### config.mk
export PLATFORM = sky130hd
export DESIGN_NAME = i2ct_target
export DESIGN_NICKNAME = d
export VERILOG_FILES = /design/src/rtl/i2ct_pkg.sv /design/src/rtl/i2ct_edges.sv /design/src/rtl/i2ct_flags.sv /design/src/rtl/i2ct_ctrl.sv /design/src/rtl/i2ct_target.sv
export SDC_FILE = /design/constraint.sdc
export NUM_CORES = 1
export LEC_CHECK = 0
export BUFFER_PORTS_ARGS = -buffer_cell sky130_fd_sc_hd__buf_2
export CAP_MARGIN = 20
export CORE_MARGIN = 8
export CORE_UTILIZATION = 30
export CTS_BUF_LIST = sky130_fd_sc_hd__clkbuf_8
export CTS_CLUSTER_SIZE = 8
export DETAILED_ROUTE_END_ITERATION = 8
export REMOVE_ABC_BUFFERS = 1
export SETUP_SLACK_MARGIN = 0.02
export SKIP_LAST_GASP = 1
export SLEW_MARGIN = 20
export SYNTH_ARGS = -nofsm -noshare
export SYNTH_HDL_FRONTEND = slang
export SYNTH_SLANG_ARGS = --single-unit
### constraint.sdc
create_clock -name clk -period 2.45 [get_ports clk]
set_clock_uncertainty 0.1 [all_clocks]
set_input_delay 0.3675 -clock clk [delete_from_list [all_inputs] [get_ports clk]]
set_output_delay 0.3675 -clock clk [all_outputs]
set_load 0.05 [all_outputs]
### src/rtl/i2ct_pkg.sv
package i2ct_pkg;
  typedef enum logic [2:0] {
    S_IDLE,
    S_ADDR,
    S_AHOLD,
    S_AACK,
    S_THOLD,
    S_TBITS,
    S_TACK,
    S_WAIT
  } i2ct_state_e;
endpackage

### src/rtl/i2ct_edges.sv
module i2ct_edges (
  input  logic clk,
  input  logic rst_n,
  input  logic scl_i,
  input  logic sda_i,
  output logic scl_rise,
  output logic scl_fall,
  output logic start_det,
  output logic stop_det
);
  logic scl_q, sda_q;

  always_ff @(posedge clk or negedge rst_n) begin
    if (!rst_n) begin
      scl_q <= 1'b1;
      sda_q <= 1'b1;
    end else begin
      scl_q <= scl_i;
      sda_q <= sda_i;
    end
  end

  assign scl_rise  = scl_i && !scl_q;
  assign scl_fall  = !scl_i && scl_q;
  // SDA transitions are only conditions when SCL stays high across them
  assign start_det = scl_i && scl_q && sda_q && !sda_i;
  assign stop_det  = scl_i && scl_q && !sda_q && sda_i;
endmodule

### src/rtl/i2ct_flags.sv
module i2ct_flags (
  input  logic clk,
  input  logic rst_n,
  input  logic start_det,
  input  logic stop_det,
  input  logic ev_irq,
  input  logic cfg_start_ie,
  input  logic irq_clr,
  output logic irq,
  output logic st_start,
  output logic st_stop
);
  always_ff @(posedge clk or negedge rst_n) begin
    if (!rst_n) begin
      irq      <= 1'b0;
      st_start <= 1'b0;
      st_stop  <= 1'b0;
    end else begin
      if (start_det) begin
        st_start <= 1'b1;
        st_stop  <= 1'b0;
      end else if (stop_det) begin
        st_stop  <= 1'b1;
        st_start <= 1'b0;
      end
      // setting events win over a clear in the same cycle
      if (ev_irq || (start_det && cfg_start_ie)) irq <= 1'b1;
      else if (irq_clr)                          irq <= 1'b0;
    end
  end
endmodule

### src/rtl/i2ct_ctrl.sv
module i2ct_ctrl
  import i2ct_pkg::*;
#(
  parameter int DATA_W = 8,
  localparam int ADDR_W = DATA_W - 1,
  localparam int CNT_W  = $clog2(DATA_W + 1)
) (
  input  logic              clk,
  input  logic              rst_n,
  input  logic              sda_i,
  input  logic              scl_rise,
  input  logic              scl_fall,
  input  logic              start_det,
  input  logic              stop_det,
  input  logic [ADDR_W-1:0] cfg_own_addr,
  input  logic              cfg_hold_en,
  input  logic              cfg_ack_nack,
  input  logic              rel_set,
  output logic              scl_oe,
  output logic              sda_oe,
  output logic              clk_rel,
  output logic              ev_irq,
  output logic [DATA_W-1:0] rx_data,
  output logic              rx_valid,
  input  logic              rx_ready,
  input  logic [DATA_W-1:0] tx_data,
  input  logic              tx_valid,
  output logic              tx_ready,
  output logic              tx_full,
  output logic              st_rw,
  output logic              st_data,
  output logic              st_acktim,
  output logic              st_ackstat
);
  localparam logic [CNT_W-1:0] CNT_FULL = CNT_W'(DATA_W);
  localparam logic [CNT_W-1:0] CNT_LAST = CNT_W'(DATA_W - 1);

  i2ct_state_e       state;
  logic [CNT_W-1:0]  cnt;
  logic [DATA_W-1:0] rx_sh, tx_sh;
  logic              sda_drv;

  logic addr_done, addr_hit, aack_done, tack_done, rel_now;

  assign addr_done = (state == S_ADDR) && scl_fall && (cnt == CNT_FULL);
  assign addr_hit  = (rx_sh[DATA_W-1:1] == cfg_own_addr) && rx_sh[0];
  assign aack_done = (state == S_AACK) && scl_fall;
  assign tack_done = (state == S_TACK) && scl_fall;
  assign rel_now   = clk_rel || rel_set;

  assign ev_irq = !start_det && !stop_det &&
                  ((addr_done && addr_hit && cfg_hold_en) ||
                   (aack_done && sda_drv) ||
                   (tack_done && !st_ackstat));

  assign scl_oe   = (state == S_AHOLD) || (state == S_THOLD);
  assign sda_oe   = sda_drv;
  assign tx_ready = (state == S_THOLD) && !tx_full;

  always_ff @(posedge clk or negedge rst_n) begin
    if (!rst_n) begin
      state      <= S_IDLE;
      cnt        <= '0;
      rx_sh      <= '0;
      tx_sh      <= '0;
      sda_drv    <= 1'b0;
      clk_rel    <= 1'b1;
      rx_data    <= '0;
      rx_valid   <= 1'b0;
      tx_full    <= 1'b0;
      st_rw      <= 1'b0;
      st_data    <= 1'b0;
      st_acktim  <= 1'b0;
      st_ackstat <= 1'b0;
    end else begin
      if (rx_valid && rx_ready) rx_valid <= 1'b0;
      if (tx_valid && tx_ready) begin
        tx_sh   <= tx_data;
        tx_full <= 1'b1;
      end

      if (stop_det || start_det) begin
        state      <= start_det ? S_ADDR : S_IDLE;
        cnt        <= '0;
        sda_drv    <= 1'b0;
        clk_rel    <= 1'b1;
        tx_full    <= 1'b0;
        st_acktim  <= 1'b0;
        st_ackstat <= 1'b0;
      end else begin
        unique case (state)
          S_ADDR: begin
            if (scl_rise && cnt != CNT_FULL) begin
              rx_sh <= {rx_sh[DATA_W-2:0], sda_i};
              cnt   <= cnt + 1'b1;
            end
            if (addr_done) begin
              cnt <= '0;
              if (addr_hit) begin
                rx_data   <= rx_sh;
                rx_valid  <= 1'b1;
                st_rw     <= rx_sh[0];
                st_data   <= 1'b0;
                st_acktim <= 1'b1;
                if (cfg_hold_en) begin
                  clk_rel <= 1'b0;
                  state   <= S_AHOLD;
                end else begin
                  sda_drv <= !cfg_ack_nack;
                  state   <= S_AACK;
                end
              end else begin
                state <= S_WAIT;
              end
            end
          end
          S_AHOLD: begin
            if (rel_set) begin
              clk_rel <= 1'b1;
              sda_drv <= !cfg_ack_nack;
              state   <= S_AACK;
            end
          end
          S_AACK: begin
            if (aack_done) begin
              st_acktim <= 1'b0;
              sda_drv   <= 1'b0;
              if (sda_drv) begin
                clk_rel <= 1'b0;
                state   <= S_THOLD;
              end else begin
                state <= S_WAIT;
              end
            end
          end
          S_THOLD: begin
            if (rel_set) clk_rel <= 1'b1;
            if (rel_now && tx_full) begin
              sda_drv <= !tx_sh[DATA_W-1];
              cnt     <= '0;
              state   <= S_TBITS;
            end
          end
          S_TBITS: begin
            if (scl_fall) begin
              if (cnt == CNT_LAST) begin
                sda_drv <= 1'b0;
                cnt     <= '0;
                tx_full <= 1'b0;
                st_data <= 1'b1;
                state   <= S_TACK;
              end else begin
                tx_sh   <= {tx_sh[DATA_W-2:0], 1'b0};
                sda_drv <= !tx_sh[DATA_W-2];
                cnt     <= cnt + 1'b1;
              end
            end
          end
          S_TACK: begin
            if (scl_rise) st_ackstat <= sda_i;
            if (tack_done) begin
              if (!st_ackstat) begin
                clk_rel <= 1'b0;
                state   <= S_THOLD;
              end else begin
                state <= S_WAIT;
              end
            end
          end
          default: ;
        endcase
      end
    end
  end
endmodule

### src/rtl/i2ct_target.sv
module i2ct_target #(
  parameter int DATA_W = 8,
  localparam int ADDR_W = DATA_W - 1
) (
  input  logic              clk,
  input  logic              rst_n,
  input  logic              scl_i,
  input  logic              sda_i,
  output logic              scl_oe,
  output logic              sda_oe,
  input  logic [ADDR_W-1:0] cfg_own_addr,
  input  logic              cfg_hold_en,
  input  logic              cfg_start_ie,
  input  logic              cfg_ack_nack,
  input  logic              rel_set,
  input  logic              irq_clr,
  output logic [DATA_W-1:0] rx_data,
  output logic              rx_valid,
  input  logic              rx_ready,
  input  logic [DATA_W-1:0] tx_data,
  input  logic              tx_valid,
  output logic              tx_ready,
  output logic              clk_rel,
  output logic              buf_full,
  output logic              irq,
  output logic              st_start,
  output logic              st_stop,
  output logic              st_rw,
  output logic              st_data,
  output logic              st_acktim,
  output logic              st_ackstat
);
  logic scl_rise, scl_fall, start_det, stop_det, ev_irq, tx_full;

  i2ct_edges u_edges (
    .clk(clk), .rst_n(rst_n), .scl_i(scl_i), .sda_i(sda_i),
    .scl_rise(scl_rise), .scl_fall(scl_fall),
    .start_det(start_det), .stop_det(stop_det)
  );

  i2ct_ctrl #(.DATA_W(DATA_W)) u_ctrl (
    .clk(clk), .rst_n(rst_n), .sda_i(sda_i),
    .scl_rise(scl_rise), .scl_fall(scl_fall),
    .start_det(start_det), .stop_det(stop_det),
    .cfg_own_addr(cfg_own_addr), .cfg_hold_en(cfg_hold_en),
    .cfg_ack_nack(cfg_ack_nack), .rel_set(rel_set),
    .scl_oe(scl_oe), .sda_oe(sda_oe), .clk_rel(clk_rel), .ev_irq(ev_irq),
    .rx_data(rx_data), .rx_valid(rx_valid), .rx_ready(rx_ready),
    .tx_data(tx_data), .tx_valid(tx_valid), .tx_ready(tx_ready),
    .tx_full(tx_full), .st_rw(st_rw), .st_data(st_data),
    .st_acktim(st_acktim), .st_ackstat(st_ackstat)
  );

  i2ct_flags u_flags (
    .clk(clk), .rst_n(rst_n), .start_det(start_det), .stop_det(stop_det),
    .ev_irq(ev_irq), .cfg_start_ie(cfg_start_ie), .irq_clr(irq_clr),
    .irq(irq), .st_start(st_start), .st_stop(st_stop)
  );

  assign buf_full = rx_valid || tx_full;
endmodule

After elaboration in Yosys (flattened, before gate mapping)
Index checks and enable logic that the tools add are counted.

storage, ports and cells
  bits in registers = 44
  input port bits = 26
  logic and storage cells = 184

cells by class
  add/subtract/negate cells = 1
  equality and inequality tests = 28
  mux-type cells = 74
  bitwise operators = 1
  reduce and logical (&&, ||, !) cells = 62

operator list
  operator                                                number
  two-way mux 1 bit                                       46
  two-way mux 8 bit                                       5
  two-way mux 3 bit                                       9
  logical AND 1 bit                                       24
  two-way mux 4 bit                                       6
  one-hot mux 3 bit (6 select lines)                      1
  AND reduction 8 bit                                     2
  inequality test 3 x 2 -> 1 bit (second input constant)  5
  inequality test 3 bit (second input constant)           5
  one-hot mux 4 bit (3 select lines)                      1
  AND reduction 4 bit                                     3
  logical NOT 1 bit                                       11
  nonzero test 2 bit                                      5
  == test 3 bit (second input constant)                   3
  inequality test 3 x 1 -> 1 bit (second input constant)  3
  AND reduction 9 bit                                     1
  inequality test 2 x 1 -> 1 bit (second input constant)  4
  == test 7 bit                                           1
  logical OR 1 bit                                        7
  nonzero test 7 bit                                      1
  == test 3 x 2 -> 1 bit (second input constant)          2
  AND reduction 6 bit                                     1
  nonzero test 6 bit                                      1
  one-hot mux 1 bit (5 select lines)                      1
  16 further kinds                                        18

Logic depth before layout (Yosys ltp)
  depth in word-level cells = 11
  mapped depth = 9
  depth with buffers taken out = 8

By module
Synthesis repeated with hierarchy kept, for this count alone.

unflattened totals
  cell total of the unflattened synthesis = 235
  area, all modules = 2366.0 µm²

by module, submodules not included
  module       times used  cells each  area an instance (µm²)  seq. area each (µm²)
  i2ct_ctrl    1           218         2167.1                  952.2
  i2ct_flags   1           10          107.6                   75.1
  i2ct_edges   1           6           85.1                    52.6
  i2ct_target  1           1           6.3                     0.0

Worst setup path before layout
Ideal clock, no wire load.

  kind = reg2reg
  from = register u_ctrl.state[0]
  to = register u_ctrl.tx_sh[1]
  setup time = 137 ps
  arrival time = 2687 ps
  slack = -474 ps
  cell stages (with the launch flop) = 6
  clock period less this slack = 2924 ps
  cell sequence = dfrtp_1 > buf_2 > nor3_1 > nand2_1 > mux2i_1 > a21oi_1

between the ends
  cells in the longest elaborated chain, start to end = 8

RTL lines
  item                    RTL line           text
  from (decl)             i2ct_ctrl.sv:38    i2ct_state_e state;
  from (signal assigned)  i2ct_ctrl.sv:83    state <= start_det ? S_ADDR : S_IDLE;
  == test 3 bit (*)       i2ct_ctrl.sv:58    assign tx_ready = (state == S_THOLD) && !tx_full;
  logical AND 1 bit (*)   i2ct_ctrl.sv:58
  via tx_ready            i2ct_target.sv:22  output logic tx_ready,
  logical AND 1 bit (*)   i2ct_ctrl.sv:77    if (tx_valid && tx_ready) begin
  two-way mux 8 bit (*)   i2ct_ctrl.sv:77
  two-way mux 8 bit       i2ct_ctrl.sv:146   if (cnt == CNT_LAST) begin
  two-way mux 8 bit       i2ct_ctrl.sv:145   if (scl_fall) begin
  two-way mux 8 bit       i2ct_ctrl.sv:91    unique case (state)
  two-way mux 8 bit (*)   i2ct_ctrl.sv:82    if (stop_det || start_det) begin
  to (signal assigned)    i2ct_ctrl.sv:78    tx_sh <= tx_data;
  to (signal assigned)    i2ct_ctrl.sv:153   tx_sh <= {tx_sh[DATA_W-2:0], 1'b0};
  to (decl)               i2ct_ctrl.sv:40    logic [DATA_W-1:0] rx_sh, tx_sh;

Mark *: on every way through the listed nets, which the timed path passes. The rest lies on a longest branch.
A chain may end at the register's enable or synchronous reset.

Final worst setup path
  from = register u_ctrl.state[2]
  to = register u_ctrl.cnt[3]

between the ends
  cells in the longest elaborated chain, start to end = 6

RTL lines
  item                                RTL line                          text
  == test 3 x 1 -> 1 bit              i2ct_ctrl.sv:45, i2ct_ctrl.sv:91
  logical AND 1 bit (2 in a row)      i2ct_ctrl.sv:45                   assign addr_done = (state == S_ADDR) && scl_fall && (cnt == CNT_FULL);
  two-way mux 4 bit                   i2ct_ctrl.sv:97                   if (addr_done) begin
  one-hot mux 4 bit (3 select lines)  i2ct_ctrl.sv:91
  two-way mux 4 bit                   i2ct_ctrl.sv:82
  to (signal assigned)                i2ct_ctrl.sv:95                   cnt <= cnt + 1'b1;
  to (signal assigned)                i2ct_ctrl.sv:155                  cnt <= cnt + 1'b1;
  to (decl)                           i2ct_ctrl.sv:39                   logic [CNT_W-1:0] cnt;

Parallel ways exist; a longest one is shown, timed or not.

==> metrics.txt <==
sum of routed wire segments on met1 between 2 and 3 mm; Req. time, crit path roughly 2600 ps; grt total ovfl 0; routed length on met2 between 2 and 3 mm; setup slack of the most critical reg-to-reg path 230 ps; reg-to-reg startpoint u_ctrl.state[2]; Peak VDD IR 0.000383 V; commonest register cell after synthesis sky130_fd_sc_hd__dfrtp_1; type of the tightest min-delay check input pin to register; origin of the worst min-delay path scl_i; number of DRC violations after detailed-routing iteration 0 121; final routed wirelength across all metal layers 5.97 mm; most area-hungry cell type in the Yosys netlist sky130_fd_sc_hd__dfrtp_1; vias per std cell 5.00; count of different cell masters after synthesis 53; overall fraction of global-route tracks in use 10.8%; largest delay contributor family on the critical path simple AND/OR/NAND/NOR gates; number of enable-type register cells in the synthesized netlist 0; sort of element at the start of the critical path register; maximum frequency from static timing analysis roughly 450 MHz; syn_area_per_cell 9.81 sq um; number of instances on the worst hold path 1; insertion delay of the later-clocked pin in the worst-skew pair 290 ps; share of synthesized area occupied by flip-flops and latches 45.5%; final setup fails 0; Fin. Hold Viols 0; vias in the first global route 2,040; detailed-placement wirelength estimate 4.58 mm; clock sink count 43; fillcell total 823; Slew HR 66.8%; number of register bits inferred by synthesis 43; initial standard-cell utilization of the core 30.9%; Row Count 32; I/O pin count 47; library cell with the highest instance count after synthesis sky130_fd_sc_hd__dfrtp_1; Setup Total Neg Slack 0 ps; Slew @ Worst Pin just under 500 ps; deepest level of the CTS H-tree 2; Worst Reg2Reg Path Length in Cells 6; Worst Hold Margin 131 ps; critical register-to-register path endpoint u_ctrl.cnt[3]; slowest CP cell sky130_fd_sc_hd__dfrtp_1; max-cap viol count 0; number of slew-limit violations in the final report 0; CTS root buf sky130_fd_sc_hd__clkbuf_8; clock edge transition at the registers on the reported setup and hold paths 80 ps; shortest period the worst path allows 2220 ps; P&R area growth vs syn 20.9%; number of gates resized after CTS 0; sum of met3 wire segment lengths after detailed routing approximately 370 um; largest fanout of any net on the critical path 16; post-CTS setup-driven buffer insertion count 0; cells taking the most area after synthesis sky130_fd_sc_hd__dfrtp_1 (42%), sky130_fd_sc_hd__mux2_2 (7.1%), sky130_fd_sc_hd__a21oi_1 (4.0%); GP Congestion between 0.8 and 0.9; diode insertion count for antenna repair 0; nets@finish around 320; fraction of registers with async set/reset between 90% and 100%; top metal layer carrying routed signals met4; fraction of layout instances using a drive strength above 1 31.0%; CTS tree yes; run status finished clean; leading cell types by count after synthesis sky130_fd_sc_hd__dfrtp_1 (40), sky130_fd_sc_hd__nor2_1 (20), sky130_fd_sc_hd__a21oi_1 (19), sky130_fd_sc_hd__nand2_1 (19), sky130_fd_sc_hd__mux2_2 (15); power per unit of standard cell area 1020 nW/um^2; TritonRoute pass-1 iters 4; antenna violations before repair 0; area share of the leading cell type in the synthesized netlist 42.1%; quantity of I/O buffers inserted on ports between 40 and 50; average wire per standard cell around 15 um; largest net degree at the start of global routing 20; Data arrival, critical path 2350 ps; via count ~2,000; DRC violations left 0; clock buffers created by TritonCTS 5; worst path buffer plus inverter count 1; path type of the worst setup path register to register; global-route wire length before repair ~10 mm; destination of the worst hold path u_edges.scl_q; number of nets still failing antenna checks after routing 0; chain of cells forming the critical path inv_1, nor2_1, a21oi_1, or3_1, or2_4, o2bb2ai_2; Die Area 11,000 sq um; die boundary height approximately 100 um; count of yosys warnings during synthesis 0; gate count of the mapped netlist 242; post-route fraction of the period consumed by the critical path 90.7%; maximum clock path buffer count 2; slowest cell delay on critical path around 650 ps; unrepaired setup endpoints after global routing false; netlist area before placement between 2000 and 2500 sq um; placeable core region ~7700 sq um; endpoint class of the critical path register; standby leakage power around 1.4 nW; die boundary width roughly 100 um
[per-stage QoR]
stage | utilization, % | setup WS (ps) | std cells | power (mW) | instance area, sq um
6_report | 37.4 | 228 | 399 | 2.94 | 2870
5_1_grt | 37.4 | 94.1 | 399 | 3.14 | 2870
4_1_cts | 37.4 | 243 | 399 | 2.96 | 2870
3_5_place_dp | 35.9 | 301 | 390 | 2.46 | 2760
3_3_place_gp | 35.9 | 300 | 390 | 2.44 | 2760
2_1_floorplan | - | -683 | 230 | 2.02 | 2310
[metal layers]
layer  vias up  track usage, %
met5         -               0
met4         0            3.16
met3        10            3.13
met2        63            16.3
met1       945            14.5
li1        977               -
[worst register-to-register path: cells and delay by family (launching register included)]
kind | cells | cell delay [ps]
AO/OA/AOI/OAI | 2 | 240
AND/OR/NAND/NOR | 3 | 1050
flip-flops | 1 | 650
buffers and inverters | 1 | 110
[cells by family after synthesis]
kind of cell / Yosys count / synth area share [%]
adders and majority gates: 2 / 1.05
muxes: 24 / 10.9
AOI/OAI and AO/OA: 62 / 17.6
xor gates and xnor gates: 8 / 3.27
buffers and inverters: 19 / 3.69
DFF: 43 / 45.5
and+or+nand+nor: 84 / 18.0
[cell type report]
type / instances / area [sq um] / share of cell area (%)
Clock buffer: 7 / 96.3 / 3.36
Clock inverter: 1 / 3.75 / 0.131
Inverter: 7 / 26.3 / 0.915
Multi-Input combinational cell: 180 / 1210 / 42.0
Sequential cell: 43 / 1080 / 37.6
Tap cell: 102 / 128 / 4.44
Timing Repair Buffer: 59 / 330 / 11.5
[worst max path at each step]
| stage | from | endpoint | slack, ps | cells after the start |
|---|---|---|---|---|
| floorplan | u_ctrl.state[1] | u_ctrl.tx_sh[1] | -680 | 5 |
| global placement | u_ctrl.state[2] | u_ctrl.cnt[3] | 300 | 6 |
| detailed placement | u_ctrl.state[2] | u_ctrl.cnt[3] | 300 | 6 |
| CTS | u_ctrl.state[2] | tx_ready | 240 | 4 |
| global route | u_ctrl.state[2] | tx_ready | 90 | 4 |
| finish | u_ctrl.state[2] | u_ctrl.cnt[3] | 230 | 6 |
[placed cells by master (no fill, tap or decap), types with 4 or more instances in the layout]
master                     netlist  routed
sky130_fd_sc_hd__inv_1           7       8
sky130_fd_sc_hd__mux2_2         15      15
sky130_fd_sc_hd__mux2i_1         9       9
sky130_fd_sc_hd__nand3_1         9       9
sky130_fd_sc_hd__a21oi_1        19      19
sky130_fd_sc_hd__nand2b_1        6       6
sky130_fd_sc_hd__nor2b_1         6       6
sky130_fd_sc_hd__buf_4           3      12
sky130_fd_sc_hd__nor3_1          7       7
sky130_fd_sc_hd__a32oi_1         4       4
sky130_fd_sc_hd__xnor2_1         7       7
sky130_fd_sc_hd__dfrtp_1        40      40
sky130_fd_sc_hd__buf_2           4      46
sky130_fd_sc_hd__clkbuf_8        0       7
sky130_fd_sc_hd__nand2_1        19      19
sky130_fd_sc_hd__o21ai_0        11      11
sky130_fd_sc_hd__nor2_1         20      20
[where the power goes]
part	leakage, nW	switching [mW]	internal [mW]
sequential	0.548	0.216	0.900
clock	0.0557	0.231	0.253
combinational	0.782	0.772	0.562
[flip-flops by register name, summed over array words and instances (netlist names)]
name               flops
u_ctrl.st_ackstat      1
u_edges.sda_q          1
u_ctrl.clk_rel         1
u_ctrl.tx_full         1
u_ctrl.cnt             4
u_flags.st_stop        1
u_flags.st_start       1
u_ctrl.sda_oe          1
u_ctrl.st_acktim       1
u_ctrl.rx_data         8
u_ctrl.rx_sh           8
u_ctrl.rx_valid        1
u_ctrl.state           3
u_flags.irq            1
u_ctrl.tx_sh           8
u_ctrl.st_data         1
u_edges.scl_q          1
[repair_timing]
action,4_1_cts,5_1_grt
hold buffers,1,0
hold endpoints to repair,12,0
endpoints found under the setup margin,0,0
Note: power is estimated with default switching activity, not from simulation.
